<file path="src/rtl/mcs_pkg.sv">
package mcs_pkg;
  typedef enum logic {RUN_IDLE = 1'b0, RUN_ACTIVE = 1'b1} run_e;

  // Number of cycle-counter bits that cover start + iterations * II with headroom.
  function automatic int cnt_bits(input int cyc_w, input int iter_w, input int aw);
    return ((cyc_w > iter_w + aw + 1) ? cyc_w : iter_w + aw + 1) + 1;
  endfunction
endpackage

</file>
<file path="src/rtl/mcs_ctx_store.sv">
module mcs_ctx_store #(
  parameter int SLOTS = 16,
  parameter int CTX_W = 32,
  localparam int AW = $clog2(SLOTS)
) (
  input  logic             clk,
  input  logic             rst_n,
  input  logic             wr_en,
  input  logic [AW-1:0]    wr_addr,
  input  logic [CTX_W-1:0] wr_data,
  input  logic [AW-1:0]    rd_addr,
  output logic [CTX_W-1:0] rd_data
);
  logic [CTX_W-1:0] mem_q [SLOTS];

  always_ff @(posedge clk) begin
    if (!rst_n) begin
      for (int i = 0; i < SLOTS; i++) mem_q[i] <= '0;
    end else if (wr_en) begin
      mem_q[wr_addr] <= wr_data;
    end
  end

  assign rd_data = mem_q[rd_addr];
endmodule

</file>
<file path="src/rtl/mcs_run_ctrl.sv">
module mcs_run_ctrl
  import mcs_pkg::*;
#(
  parameter int AW    = 4,
  parameter int CNT_W = 16
) (
  input  logic             clk,
  input  logic             rst_n,
  input  logic             start,
  input  logic [AW-1:0]    ii_m1,
  input  logic             all_expired,
  output logic             running,
  output logic             done,
  output logic [AW-1:0]    slot,
  output logic [CNT_W-1:0] cyc,
  output logic [AW-1:0]    ii_q
);
  run_e state_q;

  always_ff @(posedge clk) begin
    if (!rst_n) begin
      state_q <= RUN_IDLE;
      done    <= 1'b0;
      slot    <= '0;
      cyc     <= '0;
      ii_q    <= '0;
    end else if (start) begin
      state_q <= RUN_ACTIVE;
      done    <= 1'b0;
      slot    <= '0;
      cyc     <= '0;
      ii_q    <= ii_m1;
    end else if (state_q == RUN_ACTIVE) begin
      if (all_expired) begin
        state_q <= RUN_IDLE;
        done    <= 1'b1;
        slot    <= '0;
      end else begin
        slot <= (slot == ii_q) ? '0 : slot + 1'b1;
        if (cyc != '1) cyc <= cyc + 1'b1;
      end
    end
  end

  assign running = (state_q == RUN_ACTIVE);
endmodule

</file>
<file path="src/rtl/mcs_fire_unit.sv">
module mcs_fire_unit #(
  parameter int AW     = 4,
  parameter int CYC_W  = 8,
  parameter int ITER_W = 6,
  parameter int CNT_W  = 16
) (
  input  logic              clk,
  input  logic              rst_n,
  input  logic              start,
  input  logic [AW-1:0]     ii_m1,
  input  logic [CYC_W-1:0]  cfg_start,
  input  logic [ITER_W-1:0] cfg_iters,
  input  logic              running,
  input  logic [CNT_W-1:0]  cyc,
  output logic              fire,
  output logic              expired
);
  logic [AW:0]      ii_len;
  logic [CNT_W-1:0] win_lo_q;
  logic [CNT_W-1:0] win_hi_q;

  assign ii_len = (AW+1)'(ii_m1) + (AW+1)'(1);

  always_ff @(posedge clk) begin
    if (!rst_n) begin
      win_lo_q <= '0;
      win_hi_q <= '0;
    end else if (start) begin
      win_lo_q <= CNT_W'(cfg_start);
      win_hi_q <= CNT_W'(cfg_start) + CNT_W'(cfg_iters) * CNT_W'(ii_len);
    end
  end

  assign expired = (cyc >= win_hi_q);
  assign fire    = running && (cyc >= win_lo_q) && !expired;
endmodule

</file>
<file path="src/rtl/mod_ctx_seq.sv">
module mod_ctx_seq
  import mcs_pkg::*;
#(
  parameter int SLOTS     = 16,
  parameter int CTX_W     = 32,
  parameter int NUM_UNITS = 4,
  parameter int CYC_W     = 8,
  parameter int ITER_W    = 6,
  localparam int AW       = $clog2(SLOTS)
) (
  input  logic                        clk,
  input  logic                        rst_n,
  input  logic                        start,
  input  logic [AW-1:0]               ii_m1,
  input  logic [NUM_UNITS*CYC_W-1:0]  sched_start,
  input  logic [NUM_UNITS*ITER_W-1:0] sched_iters,
  input  logic                        ld_valid,
  output logic                        ld_ready,
  input  logic [AW-1:0]               ld_addr,
  input  logic [CTX_W-1:0]            ld_data,
  output logic [CTX_W-1:0]            ctx_out,
  output logic [AW-1:0]               ctx_slot,
  output logic [NUM_UNITS-1:0]        fire,
  output logic                        running,
  output logic                        done,
  output logic                        load_err
);
  localparam int CNT_W = cnt_bits(CYC_W, ITER_W, AW);

  logic [CNT_W-1:0]     cyc;
  logic [AW-1:0]        ii_q;
  logic [NUM_UNITS-1:0] unit_expired;
  logic                 store_we;

  assign ld_ready = 1'b1;
  assign store_we = ld_valid && !running;

  mcs_ctx_store #(.SLOTS(SLOTS), .CTX_W(CTX_W)) u_store (
    .clk     (clk),
    .rst_n   (rst_n),
    .wr_en   (store_we),
    .wr_addr (ld_addr),
    .wr_data (ld_data),
    .rd_addr (ctx_slot),
    .rd_data (ctx_out)
  );

  mcs_run_ctrl #(.AW(AW), .CNT_W(CNT_W)) u_ctrl (
    .clk         (clk),
    .rst_n       (rst_n),
    .start       (start),
    .ii_m1       (ii_m1),
    .all_expired (&unit_expired),
    .running     (running),
    .done        (done),
    .slot        (ctx_slot),
    .cyc         (cyc),
    .ii_q        (ii_q)
  );

  for (genvar u = 0; u < NUM_UNITS; u++) begin : g_unit
    mcs_fire_unit #(.AW(AW), .CYC_W(CYC_W), .ITER_W(ITER_W), .CNT_W(CNT_W)) u_fire (
      .clk       (clk),
      .rst_n     (rst_n),
      .start     (start),
      .ii_m1     (ii_m1),
      .cfg_start (sched_start[u*CYC_W +: CYC_W]),
      .cfg_iters (sched_iters[u*ITER_W +: ITER_W]),
      .running   (running),
      .cyc       (cyc),
      .fire      (fire[u]),
      .expired   (unit_expired[u])
    );
  end

  // Error flag: a start pulse clears it and takes precedence over a same-cycle busy load.
  always_ff @(posedge clk) begin
    if (!rst_n)                    load_err <= 1'b0;
    else if (start)                load_err <= 1'b0;
    else if (ld_valid && running)  load_err <= 1'b1;
  end
endmodule

</file>
<file path="config.mk">
export PLATFORM = sky130hd
export DESIGN_NAME = mod_ctx_seq
export DESIGN_NICKNAME = d
export VERILOG_FILES = /design/src/rtl/mcs_pkg.sv /design/src/rtl/mcs_ctx_store.sv /design/src/rtl/mcs_run_ctrl.sv /design/src/rtl/mcs_fire_unit.sv /design/src/rtl/mod_ctx_seq.sv
export SDC_FILE = /design/constraint.sdc
export NUM_CORES = 1
export LEC_CHECK = 0
export ABC_AREA = 1
export BUFFER_PORTS_ARGS = -buffer_cell sky130_fd_sc_hd__buf_2
export CAP_MARGIN = 20
export CORE_MARGIN = 4
export CORE_UTILIZATION = 50
export DETAILED_ROUTE_END_ITERATION = 7
export HOLD_SLACK_MARGIN = 0.03
export PLACE_DENSITY = 0.71
export REMOVE_ABC_BUFFERS = 1
export SYNTH_ARGS = -nofsm -noshare
export SYNTH_HDL_FRONTEND = slang
export SYNTH_SLANG_ARGS = --single-unit
</file>
<file path="constraint.sdc">
create_clock -name clk -period 8.8 [get_ports clk]
set_clock_uncertainty 0.05 [all_clocks]
set_input_delay 1.76 -clock clk [delete_from_list [all_inputs] [get_ports clk]]
set_output_delay 1.76 -clock clk [all_outputs]
set_load 0.02 [all_outputs]
</file>
==> impl_metrics.xml <==
<?xml version="1.0" encoding="UTF-8"?>
<metrics>
  <group name="die">
    <metric name="placeableCoreArea" unit="sq mm">0.0660</metric>
    <metric name="io_pins" unit="">144</metric>
    <metric name="die-area" unit="sq mm">0.0710</metric>
    <metric name="floorplan.initialDensity" unit="">0.506</metric>
    <metric name="row_count" unit="">94</metric>
    <metric name="die_height" unit="um">266</metric>
    <metric name="die_w" unit="um">266</metric>
  </group>
  <group name="grt">
    <metric name="grt.total_usage" unit="">0.252</metric>
    <metric name="antenna_found_initial" unit="">2</metric>
    <metric name="first_global_vias" unit="">24100</metric>
    <metric name="grt_max_degree" unit="">145</metric>
    <metric name="first_pass_grt_wire_length" unit="um">138000</metric>
    <metric name="grt.overflow.total" unit="">0</metric>
  </group>
  <group name="status">
    <metric name="outcome" unit="">completed</metric>
  </group>
  <group name="cells_and_area">
    <metric name="post_route_cells_drive_above_1_share" unit="">0.0984</metric>
    <metric name="layout.core_utilization" unit="">0.558</metric>
    <metric name="fin_area" unit="sq mm">0.0368</metric>
    <metric name="most-common-layout-cells" unit="">nor2_1 (654), edfxtp_1 (512), inv_1 (460)</metric>
    <metric name="final.fill_count" unit="">5638</metric>
    <metric name="syn2layout_area_growth" unit="%">10.3</metric>
    <metric name="n_antenna_cell" unit="">0</metric>
    <metric name="layout_commonest_cell" unit="">nor2_1</metric>
    <metric name="finalNetCount" unit="">3789</metric>
  </group>
  <group name="clock_tree">
    <metric name="clock_tree_from_tritoncts" unit="">built</metric>
    <metric name="cts.repair.resized" unit="">0</metric>
    <metric name="clock_path_buffers" unit="">3</metric>
    <metric name="cts_num_sinks" unit="">619</metric>
    <metric name="cts_buffers" unit="">69</metric>
    <metric name="hold_buffers" unit="">0</metric>
    <metric name="cts.repair_timing.setup_buffer_count" unit="">0</metric>
    <metric name="htreeDepth" unit="">3</metric>
    <metric name="clk-insertion-delay-late" unit="ns">0.62</metric>
    <metric name="clockRootBuffer" unit="">clkbuf_16</metric>
    <metric name="cts.reportedPaths.clkPinSlew" unit="ns">0.06</metric>
  </group>
  <group name="placed_design">
    <metric name="detailedPlacementHpwl" unit="um">52500</metric>
    <metric name="dpl-instance-area" unit="sq mm">0.0345</metric>
    <metric name="finalWeightedCongestion" unit="">0.901</metric>
    <metric name="preCtsSetupSlack" unit="ns">1.81</metric>
    <metric name="numPortBuffers" unit="">142</metric>
  </group>
  <group name="yosys">
    <metric name="synth_warnings" unit="">0</metric>
    <metric name="synthDominantCellAreaShare" unit="">0.461</metric>
    <metric name="post_synth_instance_area" unit="sq mm">0.0334</metric>
    <metric name="ys_seq_area_frac" unit="">0.525</metric>
    <metric name="synth_instances" unit="">3405</metric>
    <metric name="synth.avg_cell_area" unit="sq um">9.80</metric>
    <metric name="number_of_synthesized_flops_with_an_enable_pin" unit="">512</metric>
    <metric name="synth_cell_type_count" unit="">43</metric>
    <metric name="netlist.top_cell.by_area" unit="">edfxtp_1</metric>
    <metric name="synth_flop_cell" unit="">edfxtp_1</metric>
    <metric name="ys_top_cells_by_area" unit="">edfxtp_1 (46%), nor2_1 (7.4%), dfxtp_1 (6.4%)</metric>
    <metric name="synth_async_sr_flop_share" unit="">0</metric>
    <metric name="count_of_state_elements_after_synthesis" unit="">619</metric>
  </group>
  <group name="sta">
    <metric name="rsz0062_at_grt" unit="">no</metric>
    <metric name="finalMaxSlewViolations" unit="">0</metric>
    <metric name="worst_setup_margin" unit="ns">2.35</metric>
    <metric name="worst_pin_slew" unit="ns">1.12</metric>
    <metric name="final_hold_viol_count" unit="">0</metric>
    <metric name="timing.max_slew.rel_slack" unit="">0.252</metric>
    <metric name="finalSetupViolations" unit="">0</metric>
    <metric name="layout_worst_path_cycle_share" unit="">0.733</metric>
    <metric name="setup-tns-final" unit="ns">0</metric>
    <metric name="period_minus_slack" unit="ns">6.45</metric>
    <metric name="max_freq" unit="MHz">155</metric>
  </group>
  <group name="drt">
    <metric name="ant_nets" unit="">0</metric>
    <metric name="wl" unit="um">89600</metric>
    <metric name="route.detailed.drc" unit="">0</metric>
    <metric name="drt_first_iter_violations" unit="">2296</metric>
    <metric name="drt_first_pass_iters" unit="">5</metric>
    <metric name="routed_via_count" unit="">24300</metric>
    <metric name="drt-wirelength-per-cell" unit="um">20.6</metric>
    <metric name="vias_per_cell" unit="">5.57</metric>
  </group>
  <group name="worst_setup_path">
    <metric name="critical_path_s_largest_stage_delay" unit="ns">0.65</metric>
    <metric name="critical_path_cell_by_cell" unit="">buf_2, inv_1, nor3_1, nand2_1, nand2_1, clkinv_1, nand2_1, fa_1, fa_1, inv_1, fa_1, ha_1, inv_1, nor2_1, o21ai_0, nand2_1, nand4_1, nand3_1, nand2_1, o21ai_0, inv_1</metric>
    <metric name="timing.setup.critical_path_class" unit="">primary input to flip-flop</metric>
    <metric name="critical_path.startpoint_type" unit="">primary input</metric>
    <metric name="worstPathArrival" unit="ns">6.91</metric>
    <metric name="cp_data_required_time" unit="ns">9.26</metric>
    <metric name="crit_path_top_delay_cell" unit="">clkinv_1</metric>
    <metric name="worst_path_most_repeated_cell" unit="">nand2_1</metric>
    <metric name="path_max_fanout" unit="">23</metric>
    <metric name="worstSetupEndpointType" unit="">flip-flop</metric>
  </group>
  <group name="min_path">
    <metric name="tightest_hold_check_type" unit="">flip-flop to flip-flop</metric>
  </group>
  <group name="power">
    <metric name="irDropWorstVdd" unit="V">0.000141</metric>
    <metric name="power-per-cell-area" unit="mW/mm^2">199</metric>
    <metric name="p_leak" unit="uW">0.0155</metric>
    <metric name="fin_total_pwr" unit="uW">7340</metric>
  </group>
  <group name="job">
    <metric name="maxCapViolCount" unit="">0</metric>
  </group>
</metrics>
path summary, 6_finish.rpt:
check                                                from                                         end  slack (ns)  cells after the start
worst min-delay path                load_err$_SDFFE_PP0P_                       load_err$_SDFFE_PP0P_        0.41                      2
worst min register to register      load_err$_SDFFE_PP0P_                       load_err$_SDFFE_PP0P_        0.41                      2
worst max register to register  u_ctrl.running$_SDFF_PN0_          u_store.mem_q[15][7]$_SDFFCE_PN0P_        5.40                      6
worst max-delay path                             ii_m1[0]  g_unit[0].u_fire.win_hi_q[10]$_SDFFE_PN0P_        2.35                     21
registers in the layout (all words and copies together), names as in the netlist, 4 cells and up, named ones only:
| signal | flops |
|---|---|
| g_unit.u_fire.win_lo_q | 32 |
| g_unit.u_fire.win_hi_q | 48 |
| u_ctrl.slot | 4 |
| u_store.mem_q | 512 |
| u_ctrl.ii_q | 4 |
| u_ctrl.cyc | 12 |
cell usage after synthesis (2+ instances only):
library cell / count
nor3_1: 8
buf_1: 6
nor2_1: 654
a21o_1: 8
xor2_1: 15
o22ai_1: 18
nor3_2: 4
nor2_2: 5
a21oi_2: 9
clkbuf_1: 110
a31oi_1: 7
buf_4: 12
edfxtp_1: 512
nand3b_1: 3
nor4_1: 3
inv_2: 5
xnor2_1: 6
nand2_2: 8
buf_2: 68
nand3_1: 65
buf_6: 13
o21ai_0: 232
nand4_1: 19
mux2i_1: 128
o2bb2ai_1: 4
o21bai_1: 4
nand2_1: 320
dfxtp_1: 107
ha_1: 167
a22o_1: 8
a2111oi_0: 2
inv_1: 461
fa_1: 80
a21oi_1: 197
o211ai_1: 128
a21boi_0: 2
per-stage QoR:
stage	cells	hold WS (ns)
after floorplan	3195	0.393
after global placement	4227	0.397
after detailed placement	4231	0.409
after CTS	4355	0.422
after global routing	4359	0.432
final	4359	0.413
layout make-up:
class                           count  area (sq um)  area share
Inverter                          467          1760      0.0477
Clock buffer                       91          1850      0.0503
Clock inverter                     33           357     0.00968
Tap cell                          864          1080      0.0294
Sequential cell                   619         17500       0.476
Multi-Input combinational cell   2109         13200       0.357
Timing Repair Buffer              176          1090      0.0295
power breakdown:
part | switching [uW] | total (uW) | leakage [uW] | internal, uW
Clock | 1220 | 2810 | 0.00107 | 1600
Sequential | 44.7 | 3350 | 0.00622 | 3310
Combinational | 765 | 1180 | 0.00823 | 416
Total | 2030 | 7340 | 0.0155 | 5320
cells by family after synthesis:
logic type	after synthesis	share of synthesized area
flip-flops	619	0.525
AND/OR/NAND/NOR	1093	0.130
adder cells (fa/ha/maj)	247	0.111
other	1	0.000112
XOR/XNOR	21	0.00551
buffers and inverters	677	0.0834
AO/OA/AOI/OAI	619	0.107
multiplexers	128	0.0384
worst max-delay path, delay by kind of cell:
kind | cells | cell delay, ns
simple gates | 9 | 1.68
compound gates | 2 | 0.27
fa+ha+maj | 4 | 1.73
buf+inv | 6 | 1.47
layer usage:
layer / wire length, um / vias to the layer above / GRT usage
met3: 6940 / 201 / 0.0434
met4: 3160 / 2 / 0.0927
li1: - / 11400 / -
met2: 43800 / 1019 / 0.436
met5: 19 / - / 0
met1: 35600 / 11600 / 0.320
Power figures use the tool's default switching activity.
